File: src/rtl/pcm_port_pkg.sv
// Shared constants and types for the PCM serial frame port.
package pcm_port_pkg;
    localparam int unsigned LANES = 2;
    localparam int unsigned NEAR  = 0;
    localparam int unsigned FAR   = 1;

    // Single-cycle events derived from the bit clock and frame sync.
    typedef struct packed {
        logic rise;   // bit clock rising edge seen
        logic fall;   // bit clock falling edge seen
        logic start;  // frame start (rise with newly high sync)
    } pcm_tick_t;
endpackage

File: src/rtl/pcm_edge_sync.sv
// Synchronizes bit clock, frame sync and serial data into the system clock
// domain and turns them into single-cycle tick events.
// Assumes each bit-clock phase lasts at least three system clock cycles.
// All signals share one synchronizer depth, so the data stays aligned with
// the clock edges.
module pcm_edge_sync
    import pcm_port_pkg::*;
#(
    parameter int STAGES = 2,
    parameter int N_DATA = 2
) (
    input  logic              clk,
    input  logic              rst_n,
    input  logic              bclk_i,
    input  logic              fsync_i,
    input  logic [N_DATA-1:0] sd_i,
    output pcm_tick_t         tick,
    output logic [N_DATA-1:0] sd_s
);
    localparam int W = N_DATA + 2;
    localparam int BCLK_BIT  = N_DATA;
    localparam int FSYNC_BIT = N_DATA + 1;

    logic [STAGES-1:0][W-1:0] stage_q;
    logic bclk_s, fsync_s, bclk_d, fsync_at_rise;

    // Synchronizer chain for all asynchronous inputs.
    always_ff @(posedge clk) begin
        if (!rst_n) begin
            stage_q <= '0;
        end else begin
            stage_q[0] <= {fsync_i, bclk_i, sd_i};
            for (int s = 1; s < STAGES; s++) begin
                stage_q[s] <= stage_q[s-1];
            end
        end
    end

    assign bclk_s  = stage_q[STAGES-1][BCLK_BIT];
    assign fsync_s = stage_q[STAGES-1][FSYNC_BIT];
    assign sd_s    = stage_q[STAGES-1][N_DATA-1:0];

    // Previous bit clock level and sync level at the last rising edge.
    always_ff @(posedge clk) begin
        if (!rst_n) begin
            bclk_d        <= 1'b0;
            fsync_at_rise <= 1'b0;
        end else begin
            bclk_d <= bclk_s;
            if (bclk_s && !bclk_d) fsync_at_rise <= fsync_s;
        end
    end

    assign tick.rise  = bclk_s & ~bclk_d;
    assign tick.fall  = ~bclk_s & bclk_d;
    assign tick.start = bclk_s & ~bclk_d & fsync_s & ~fsync_at_rise;
endmodule

File: src/rtl/pcm_frame_ctrl.sv
// Frame sequencer: tracks the byte window, counts transmitted and captured
// bits, and produces load/shift/capture strokes shared by all lanes.
// Assumes ticks come from pcm_edge_sync. A start always wins over ongoing
// counting.
module pcm_frame_ctrl
    import pcm_port_pkg::*;
#(
    parameter int SAMPLE_W = 8
) (
    input  logic      clk,
    input  logic      rst_n,
    input  pcm_tick_t tick,
    output logic      win,
    output logic      tx_load,
    output logic      tx_shift,
    output logic      cap_en,
    output logic      cap_done,
    output logic      rx_valid
);
    localparam int CW = (SAMPLE_W > 1) ? $clog2(SAMPLE_W) : 1;
    localparam logic [CW-1:0] LAST = CW'(SAMPLE_W - 1);

    logic [CW-1:0] tx_pos, rx_cnt;

    assign tx_load  = tick.start;
    assign tx_shift = tick.rise & win & ~tick.start & (tx_pos != LAST);
    assign cap_en   = tick.fall & win;
    assign cap_done = cap_en & (rx_cnt == LAST);

    // Output window and position of the bit being driven.
    always_ff @(posedge clk) begin
        if (!rst_n) begin
            win    <= 1'b0;
            tx_pos <= '0;
        end else if (tick.start) begin
            win    <= 1'b1;
            tx_pos <= '0;
        end else if (tick.rise && win) begin
            if (tx_pos == LAST) win <= 1'b0;
            else                tx_pos <= tx_pos + 1'b1;
        end
    end

    // Count of captured bits; a restart discards a partial byte.
    always_ff @(posedge clk) begin
        if (!rst_n || tick.start) begin
            rx_cnt <= '0;
        end else if (cap_en) begin
            rx_cnt <= cap_done ? '0 : rx_cnt + 1'b1;
        end
    end

    // One-cycle strobe aligned with publication of the received bytes.
    always_ff @(posedge clk) begin
        if (!rst_n) rx_valid <= 1'b0;
        else        rx_valid <= cap_done;
    end
endmodule

File: src/rtl/pcm_lane.sv
// One serial lane: deserializes the input, holds the last complete byte and
// serializes either the parallel word or, in through mode, that held byte.
// Assumes strokes from pcm_frame_ctrl; load and capture never coincide.
module pcm_lane #(
    parameter int SAMPLE_W = 8
) (
    input  logic                clk,
    input  logic                rst_n,
    input  logic                sd_s,
    input  logic [SAMPLE_W-1:0] tx_word,
    input  logic                thru,
    input  logic                tx_load,
    input  logic                tx_shift,
    input  logic                cap_en,
    input  logic                cap_done,
    input  logic                win,
    output logic                sd_o,
    output logic [SAMPLE_W-1:0] rx_word
);
    logic [SAMPLE_W-2:0] rx_sr;
    logic [SAMPLE_W-1:0] rx_next, tx_sr;

    assign rx_next = {rx_sr, sd_s};

    // Input shift register, MSB arrives first.
    always_ff @(posedge clk) begin
        if (!rst_n)      rx_sr <= '0;
        else if (cap_en) rx_sr <= rx_next[SAMPLE_W-2:0];
    end

    // Publish a byte only when its last bit is captured.
    always_ff @(posedge clk) begin
        if (!rst_n)        rx_word <= '0;
        else if (cap_done) rx_word <= rx_next;
    end

    // Output shift register, loaded at frame start from the selected source.
    always_ff @(posedge clk) begin
        if (!rst_n)        tx_sr <= '0;
        else if (tx_load)  tx_sr <= thru ? rx_word : tx_word;
        else if (tx_shift) tx_sr <= {tx_sr[SAMPLE_W-2:0], 1'b0};
    end

    assign sd_o = win & tx_sr[SAMPLE_W-1];
endmodule

File: src/rtl/pcm_frame_port.sv
// Two-lane PCM serial frame port. Moves one byte per lane per frame between
// the serial bus and parallel words, with an optional through mode.
// Assumes clk runs at least six times faster than the bit clock.
module pcm_frame_port
    import pcm_port_pkg::*;
#(
    parameter int SAMPLE_W    = 8,
    parameter int SYNC_STAGES = 2
) (
    input  logic                clk,
    input  logic                rst_n,
    input  logic                pcm_bclk,
    input  logic                pcm_fsync,
    input  logic                thru_en,
    input  logic                near_sd_i,
    input  logic                far_sd_i,
    input  logic [SAMPLE_W-1:0] near_tx_data,
    input  logic [SAMPLE_W-1:0] far_tx_data,
    output logic                near_sd_o,
    output logic                far_sd_o,
    output logic                sd_oe,
    output logic [SAMPLE_W-1:0] near_rx_data,
    output logic [SAMPLE_W-1:0] far_rx_data,
    output logic                rx_valid
);
    pcm_tick_t tick;
    logic win, tx_load, tx_shift, cap_en, cap_done;
    logic [LANES-1:0] sd_in_s, sd_out;
    logic [LANES-1:0][SAMPLE_W-1:0] tx_word, rx_word;

    pcm_edge_sync #(.STAGES(SYNC_STAGES), .N_DATA(LANES)) u_sync (
        .clk(clk), .rst_n(rst_n), .bclk_i(pcm_bclk), .fsync_i(pcm_fsync),
        .sd_i({far_sd_i, near_sd_i}), .tick(tick), .sd_s(sd_in_s)
    );

    pcm_frame_ctrl #(.SAMPLE_W(SAMPLE_W)) u_ctrl (
        .clk(clk), .rst_n(rst_n), .tick(tick), .win(win),
        .tx_load(tx_load), .tx_shift(tx_shift), .cap_en(cap_en),
        .cap_done(cap_done), .rx_valid(rx_valid)
    );

    assign tx_word[NEAR] = near_tx_data;
    assign tx_word[FAR]  = far_tx_data;

    for (genvar g = 0; g < LANES; g++) begin : g_lane
        pcm_lane #(.SAMPLE_W(SAMPLE_W)) u_lane (
            .clk(clk), .rst_n(rst_n), .sd_s(sd_in_s[g]), .tx_word(tx_word[g]),
            .thru(thru_en), .tx_load(tx_load), .tx_shift(tx_shift),
            .cap_en(cap_en), .cap_done(cap_done), .win(win),
            .sd_o(sd_out[g]), .rx_word(rx_word[g])
        );
    end

    assign near_sd_o    = sd_out[NEAR];
    assign far_sd_o     = sd_out[FAR];
    assign near_rx_data = rx_word[NEAR];
    assign far_rx_data  = rx_word[FAR];
    assign sd_oe        = win;
endmodule

File: config.mk
export PLATFORM = sky130hd
export DESIGN_NAME = pcm_frame_port
export DESIGN_NICKNAME = d
export VERILOG_FILES = /design/src/rtl/pcm_port_pkg.sv /design/src/rtl/pcm_edge_sync.sv /design/src/rtl/pcm_frame_ctrl.sv /design/src/rtl/pcm_lane.sv /design/src/rtl/pcm_frame_port.sv
export SDC_FILE = /design/constraint.sdc
export NUM_CORES = 1
export LEC_CHECK = 0
export ABC_CLOCK_PERIOD_IN_PS = 2000
export BUFFER_PORTS_ARGS = -buffer_cell sky130_fd_sc_hd__buf_2
export CAP_MARGIN = 10
export CORE_UTILIZATION = 56
export CTS_CLUSTER_SIZE = 14
export DETAILED_ROUTE_END_ITERATION = 8
export MAX_ROUTING_LAYER = met4
export PLACE_DENSITY_LB_ADDON = 0.1
export SYNTH_ARGS = -nofsm -noshare
export SYNTH_HDL_FRONTEND = slang
export SYNTH_SLANG_ARGS = --single-unit
File: constraint.sdc
create_clock -name clk -period 2 [get_ports clk]
set_clock_uncertainty 0.05 [all_clocks]
set_input_delay 0.5 -clock clk [delete_from_list [all_inputs] [get_ports clk]]
set_output_delay 0.5 -clock clk [all_outputs]
set_load 0.01 [all_outputs]
## Yosys cells after proc, flatten, opt, wreduce, memory -nomap -nowiden

Cells that the tools add are included.

- Flip-flop bits (word level): 64
- Latch bits: 0
- RAM bits: 0
- Memory bits (read-only): 0
- Bits of input ports: 23
- Output and inout port bits: 20
- Word-level logic and storage cells: 57
- Memories: 0

- Add/sub/neg operators: 2
- $mul: 0
- Divide/modulo/power cells: 0
- Order comparisons: 0
- Eq/ne operators: 3
- Shifts and indexed selects: 0
- Multiplexer cells: 10
- Bitwise operators: 17
- Reduce and logical (&&, ||, !) cells: 11

Operators by type and width:

| cell | count |
|---|---|
| 8-bit 2-to-1 mux | 6 |
| 1-bit AND | 11 |
| 3-bit by 1-bit adder with 3-bit output, second input constant | 2 |
| 3-bit equality test, second input constant | 2 |
| 1-bit NOT | 6 |
| 2-bit nonzero test | 3 |
| 2-bit AND reduction | 2 |
| 1-bit 2-to-1 mux | 3 |
| 3-bit 2-to-1 mux | 1 |
| 3-bit != test, second input constant | 1 |
| 1-bit logical AND | 2 |
| 1-bit logical NOT | 2 |
| 2-bit OR reduction | 1 |
| 1-bit logical OR | 1 |

## Longest topological paths before layout

Gate-level depths: netlist (run 1).

- Depth after elaboration: 9
- Gate-level depth with buffers: 7
- Mapped depth without buffers: 5

## Hierarchy

A second synthesis (run 1) with hierarchy kept.

- Cell total of the unflattened synthesis: 242
- Area total of the unflattened synthesis: 2,726.4 um2

Modules (own cells, without submodules):

| module | instances | cells an instance | area each (um2) | seq. area each (um2) |
|---|---|---|---|---|
| pcm_lane | 2 | 86 | 974.7 | 460.4 |
| pcm_frame_ctrl | 1 | 42 | 450.4 | 160.2 |
| pcm_edge_sync | 1 | 28 | 326.6 | 200.2 |

## Worst setup path after synthesis (run 1)

OpenSTA, ideal clock, no wires.

- Kind: flip-flop to flip-flop
- From: register u_ctrl.tx_pos[0]
- To: register g_lane[0].u_lane.tx_sr[0]
- Setup time: 0.115 ns
- Data arrival time: 1.344 ns
- Data required time: 1.835 ns
- Slack: 0.491 ns
- Stages on the path, launching flop included: 7
- Buffers on the path: 1
- Clock period less this slack: 1.509 ns
- Cells stage by stage: dfxtp_1 ha_1 ha_1 nand4bb_1 buf_2 and3_1 o21a_1

- Cells in the longest elaborated chain, start to end: 3

RTL lines:

| what | line | RTL |
|---|---|---|
| start: declaration | pcm_frame_ctrl.sv:23 | `logic [CW-1:0] tx_pos, rx_cnt;` |
| start signal: assignment | pcm_frame_ctrl.sv:40 | `else tx_pos <= tx_pos + 1'b1;` |
| 3-bit != test | pcm_frame_ctrl.sv:26 | `assign tx_shift = tick.rise & win & ~tick.start & (tx_pos != LAST);` |
| 1-bit AND | pcm_frame_ctrl.sv:26 |  |
| 2-bit nonzero test (no line) | - |  |
| end signal: assignment | pcm_lane.sv:40 | `else if (tx_load) tx_sr <= thru ? rx_word : tx_word;` |
| end signal: assignment | pcm_lane.sv:41 | `else if (tx_shift) tx_sr <= {tx_sr[SAMPLE_W-2:0], 1'b0};` |
| end: declaration | pcm_lane.sv:21 | `logic [SAMPLE_W-1:0] rx_next, tx_sr;` |

No other way between the ends.
A chain may end at the register's enable or synchronous reset.

## Final worst setup path (run 1)

- From: register u_ctrl.win
- To: output port far_sd_o

- Cells in the longest elaborated chain, start to end: 1

RTL lines:

| what | line | RTL |
|---|---|---|
| start: declaration | pcm_frame_ctrl.sv:13 | `output logic win,` |
| start signal: assignment | pcm_frame_ctrl.sv:33 | `win <= 1'b0;` |
| start signal: assignment | pcm_frame_ctrl.sv:36 | `win <= 1'b1;` |
| start signal: assignment | pcm_frame_ctrl.sv:39 | `if (tx_pos == LAST) win <= 1'b0;` |
| 1-bit AND | pcm_lane.sv:44 | `assign sd_o = win & tx_sr[SAMPLE_W-1];` |
| end: declaration | pcm_frame_port.sv:20 | `output logic far_sd_o,` |

No other way between the ends.

==> results.cfg, run 1 <==
[global_routing]
grt_use_total_pct = 23.3
grt_pass1_vias = 2003
antenna_found_initial = 0
grt_pass1_wl_mm = 8.89
grt_max_degree = 35
grt_overflow = 0

[logic_synthesis]
syn_area_sq_um = 2740
synthTopCellsByArea = dfxtp_1, nand2_1, mux2_2
seq_area_frac_synth_pct = 46.7
synth_nets = 330
syn_avg_cell_area_sq_um = 9.05
ys.flop_type = dfxtp_1
syn_inst = 303
yosysTopAreaCellShare_pct = 46.7
synth_area_leader_cell = dfxtp_1
synth_edf_count = 0
synth-seq-cells = 64
async_flop_share_pct = 0
synth_cell_type_count = 34
yosys_warnings = 0

[timing]
fmax_mhz = 578
tns_ns = 0
hold_viol = 0
finalCriticalPeriod_ns = 1.73
tightest_slew_ns = 0.476
final-setup-viol-count = 0
post-route-period-util_pct = 86.5
relSlewSlack_pct = 68.1
rsz0062_at_grt = no
finalMaxSlewViolations = 0

[final_layout]
final_nets = 367
area_growth_pct = 13.1
fillers = 417
drive_gt1_share_pct = 23.8
diodes = 0

[clocking]
htree_num_levels = 3
cts_buffers = 9
post_cts_buffers = 0
clock_sinks = 64
clock_latency_ns = 0.33
path_clk_slew_ns = 0.07
cts-hold-fix-buffers = 0
clk_path_buf_depth = 2
root_buffer = clkbuf_8
cts_tree = built
post_cts_resized = 0

[setup_path]
critPathMaxFanout = 10
path_class = reg -> out
crit_arrival_ns = 1.18
r2r-end = g_lane[1].u_lane.rx_word[6]
critical_path.endpoint_type = output port
setup.worst_path.end = far_sd_o
r2r_slack_ns = 0.39
worst_setup_path_start_kind = register
critPathRequiredTime_ns = 1.45
r2r_cells = 6
crit_start = u_ctrl.win
worstReg2RegStart = u_ctrl.rx_cnt[0]

[worst_hold_path]
hold_path.class = in -> reg
min_path_cells = 2

[die]
rows = 25
start_util_pct = 58.0
io_pins = 43
die_w_microns = 72.0
die_y_microns = 72.0
die_area_sq_um = 5180
core-area_sq_um = 4720

[route]
drc = 0
viasPerCell = 5.12
ant_nets = 0
wl_per_cell_microns = 12.7
drt-met1-wl_mm = 2.45
num_vias = 2109
drt_iter0_drc = 107
routed_wl_mm = 5.22
first_pass_iters = 4
wl_met2_mm = 2.47
route.met3.wl_microns = 209
highest_layer = met4

[status]
status = finished clean

[placed_design]
port_buffers = 42
dp_hpwl_mm = 3.60
place_congestion = 0.769

[power_and_ir_drop]
max-vdd-ir-drop_v = 0.000503
p_leak_uw = 0.00128
p_total_uw = 2500
power_density_nw_per_um2 = 805

[run]
cap_violations = 0
-- cells in the final DEF, fill, tap and decap left out, types with 2 or more instances in the layout --
cell	Yosys	final
and3_1	2	2
buf_4	8	8
and2_1	12	12
mux2_2	14	14
a31oi_1	14	14
nor2_1	3	3
clkbuf_8	0	11
clkbuf_1	5	2
mux2i_1	3	3
o21a_1	2	2
a21boi_0	17	17
ha_1	4	4
a21boi_1	14	14
o21ai_0	14	14
dfxtp_1	64	64
nand2_1	96	96
clkinv_2	0	2
a21oi_1	5	5
buf_2	2	42
nand4bb_1	2	2
-- stage by stage --
step	std cells	worst slack [ns]	hold slack (ns)	utilization, %	area, sq um
after floorplan	303	0.491	0.362	-	2740
after global placement	396	0.369	0.364	61.5	2900
after detailed placement	396	0.374	0.368	61.5	2900
after CTS	412	0.248	0.304	65.7	3100
after global routing	412	0.197	0.308	65.7	3100
final	412	0.270	0.321	65.7	3100
-- critical path: stages, from the launching register on --
cell and delay, ns:
dfxtp_1 0.55, and2_1 0.18, buf_2 0.12
-- final cells by class --
class / count / area, sq um / share of cell area (%)
clock inverters: 3 / 40.0 / 1.29
repair buffers: 50 / 270 / 8.71
clock buffers: 13 / 159 / 5.12
flip-flops and latches: 64 / 1280 / 41.3
inverters: 1 / 3.75 / 0.121
well taps: 67 / 83.8 / 2.70
multi-input cells: 214 / 1260 / 40.7
-- sequential cells by signal (all words and copies together), names as in the netlist, 2 cells and up --
signal                 cells
g_lane.u_lane.rx_sr       14
u_ctrl.tx_pos              3
u_sync.sd_s                2
g_lane.u_lane.tx_sr       16
u_ctrl.rx_cnt              3
g_lane.u_lane.rx_word     16
u_sync.stage_q             4
-- report_power, final --
group          internal (uW)  switching [uW]
Sequential              1290            7.36
Combinational           56.0            42.4
Clock                    641             462
Total                   1980             512
-- worst min-delay path by stage --
| stage | from | to |
|---|---|---|
| final | far_sd_i | u_sync.stage_q[1] |
| after floorplan | u_sync.stage_q[2] | u_sync.bclk_s |
| after detailed placement | u_sync.stage_q[2] | u_sync.bclk_s |
| after global routing | far_sd_i | u_sync.stage_q[1] |
| after global placement | u_sync.stage_q[0] | u_sync.sd_s[0] |
| after CTS | pcm_bclk | u_sync.stage_q[2] |
-- cell usage after synthesis (2+ instances only) --
cell type / n
a21boi_0: 17
a21boi_1: 14
a21oi_1: 5
a31oi_1: 14
and2_1: 12
and3_1: 2
buf_2: 2
buf_4: 8
buf_6: 7
clkbuf_1: 5
dfxtp_1: 64
ha_1: 4
mux2_2: 14
mux2i_1: 3
nand2_1: 96
nand4bb_1: 2
nor2_1: 3
o21a_1: 2
o21ai_0: 14
-- logic make-up after synthesis --
logic type	count (synthesis)	share of synthesized area, %
buffers and inverters	25	7.17
flip-flops	64	46.7
XOR/XNOR	1	0.320
AO/OA/AOI/OAI	67	15.9
AND/OR/NAND/NOR	125	21.2
multiplexers	17	6.85
adder cells (fa/ha/maj)	4	1.83
-- layer usage --
metal  vias up  GRT usage [%]
met2        45           36.8
met4         0           10.9
met1       966           28.0
met3         8           6.11
li1       1090              -
met5         -              -
Note: power is estimated with default switching activity, not from simulation.
==> run 2, diff against run 1 <==
--- a/config.mk
+++ b/config.mk
@@ -12,7 +12,7 @@
 export CTS_CLUSTER_SIZE = 14
 export DETAILED_ROUTE_END_ITERATION = 8
 export MAX_ROUTING_LAYER = met4
-export PLACE_DENSITY_LB_ADDON = 0.1
+export PLACE_DENSITY_LB_ADDON = 0.05
 export SYNTH_ARGS = -nofsm -noshare
 export SYNTH_HDL_FRONTEND = slang
 export SYNTH_SLANG_ARGS = --single-unit
==> run 2 against run 1 <==
Net effect: total power shrank 0.18%; sequential cell count is the same; critical endpoint is now near_sd_o; via count shrank 1.5%; highest routed layer unchanged; combinational power is essentially flat; sequential share of layout area shrank 0.33 points; setup slack lost 0.018 ns; largest cell class unchanged; cell count is the same; register-to-register slack lost 0.03 ns; wire length shrank 0.42%; sequential power is essentially flat; critical path depth is the same.
==> results.cfg, run 2 (synthesized netlist as in run 1, its figures left out) <==
[setup_path]
worst_setup_path_start_kind = register
r2r_slack_ns = 0.36
critical_path.endpoint_type = output port
critPathMaxFanout = 10
critPathRequiredTime_ns = 1.45
r2r_cells = 5
r2r-end = g_lane[0].u_lane.tx_sr[0]
worstReg2RegStart = u_ctrl.tx_pos[0]
crit_arrival_ns = 1.20
path_class = reg -> out

[final_layout]
final_common_cell = nand2_1
finish.utilization_pct = 66.2
drive_gt1_share_pct = 23.8
area.sequential_sq_um = 1280
stdcell_count = 412
fillers = 401
area_growth_pct = 14.1
top_regs = g_lane.u_lane.rx_word x16, g_lane.u_lane.tx_sr x16, g_lane.u_lane.rx_sr x14
final_nets = 367
diodes = 0
multi_input_area_sq_um = 1260
final_cell_mix = nand2_1, dfxtp_1, buf_2

[timing]
tns_ns = 0
tightest_slew_ns = 0.565
hold_ws_ns = 0.327
hold_viol = 0
finalCriticalPeriod_ns = 1.75
final-setup-viol-count = 0
relSlewSlack_pct = 62.3
fmax_mhz = 572
rsz0062_at_grt = no
setup_slack_ns = 0.252
finalMaxSlewViolations = 0
post-route-period-util_pct = 87.4

[global_routing]
grt_use_total_pct = 23.1
grt_overflow = 0
grt_pass1_wl_mm = 8.83
grt_pass1_vias = 1977
grt_max_degree = 35
antenna_found_initial = 0

[route]
drt_iter0_drc = 111
first_pass_iters = 4
routed_wl_mm = 5.20
wl_per_cell_microns = 12.6
drc = 0
num_vias = 2078
viasPerCell = 5.04
ant_nets = 0

[die]
core-area_sq_um = 4720
die_w_microns = 72.0
start_util_pct = 58.0
die_area_sq_um = 5180
die_y_microns = 72.0
io_pins = 43
rows = 25

[placed_design]
port_buffers = 42
pre_cts_slack_ns = 0.362
dp_hpwl_mm = 3.57
place_inst = 396
place_congestion = 0.729

[clocking]
post_cts_resized = 0
clk_path_buf_depth = 2
path_clk_slew_ns = 0.07
clock_latency_ns = 0.33
clock_sinks = 64
cts-hold-fix-buffers = 0
root_buffer = clkbuf_8
htree_num_levels = 3
post_cts_buffers = 0
cts_buffers = 9
cts_tree = built

[worst_hold_path]
whs_endpoint = u_sync.stage_q[0]
min_path_cells = 2
hold_path.class = in -> reg
holdCritStartpoint = near_sd_i

[power_and_ir_drop]
p_leak_uw = 0.00129
power_density_nw_per_um2 = 797
max-vdd-ir-drop_v = 0.000614

[run]
cap_violations = 0

[status]
status = finished clean
-- run 2: changes by cell type in the layout (fill, tap and decap cells not counted) --
cell,delta
buf_12,+2
buf_4,-2
-- run 2: worst max path at each step --
| stage | startpoint | end | slack, ns |
|---|---|---|---|
| 6_report | u_ctrl.win | near_sd_o | 0.25 |
| 5_1_grt | u_ctrl.win | near_sd_o | 0.18 |
| 3_3_place_gp | thru_en | g_lane[1].u_lane.tx_sr[2] | 0.38 |
| 2_1_floorplan | u_ctrl.tx_pos[0] | g_lane[0].u_lane.tx_sr[0] | 0.49 |
| 4_1_cts | u_ctrl.win | near_sd_o | 0.24 |
| 3_5_place_dp | thru_en | g_lane[0].u_lane.tx_sr[4] | 0.36 |
-- run 2: critical path, cell delays in order, from the launching register on --
cell,delay [ns]
dfxtp_1,0.57
and2_1,0.18
buf_2,0.12
-- run 2: stage by stage --
stage          total power, uW  cell area (sq um)
3_5_place_dp              1420               2930
5_1_grt                   2590               3130
3_3_place_gp              1420               2930
2_1_floorplan             1390               2740
6_report                  2490               3130
4_1_cts                   2520               3130
-- run 2: area by class of cell --
cell class,instances,share of cell area [%]
well taps,67,2.68
flip-flops and latches,64,41.0
clock buffers,13,5.08
multi-input cells,214,40.4
clock inverters,3,1.28
inverters,1,0.120
repair buffers,50,9.44
-- run 2: layer usage --
layer,wire [microns],part of all wire [%],track usage [%]
met1,2510,48,27.5
met2,2440,47,36.5
met3,145,2.8,5.69
met4,97,1.9,12.0
met5,0,0,-
-- run 2: power breakdown --
| part | total, uW | switching [uW] | leakage [uW] | internal [uW] |
|---|---|---|---|---|
| combinational | 101 | 43.2 | 0.000666 | 57.5 |
| clock | 1100 | 455 | 0.000103 | 641 |
| sequential | 1290 | 7.68 | 0.000517 | 1290 |
| total | 2490 | 506 | 0.00129 | 1990 |
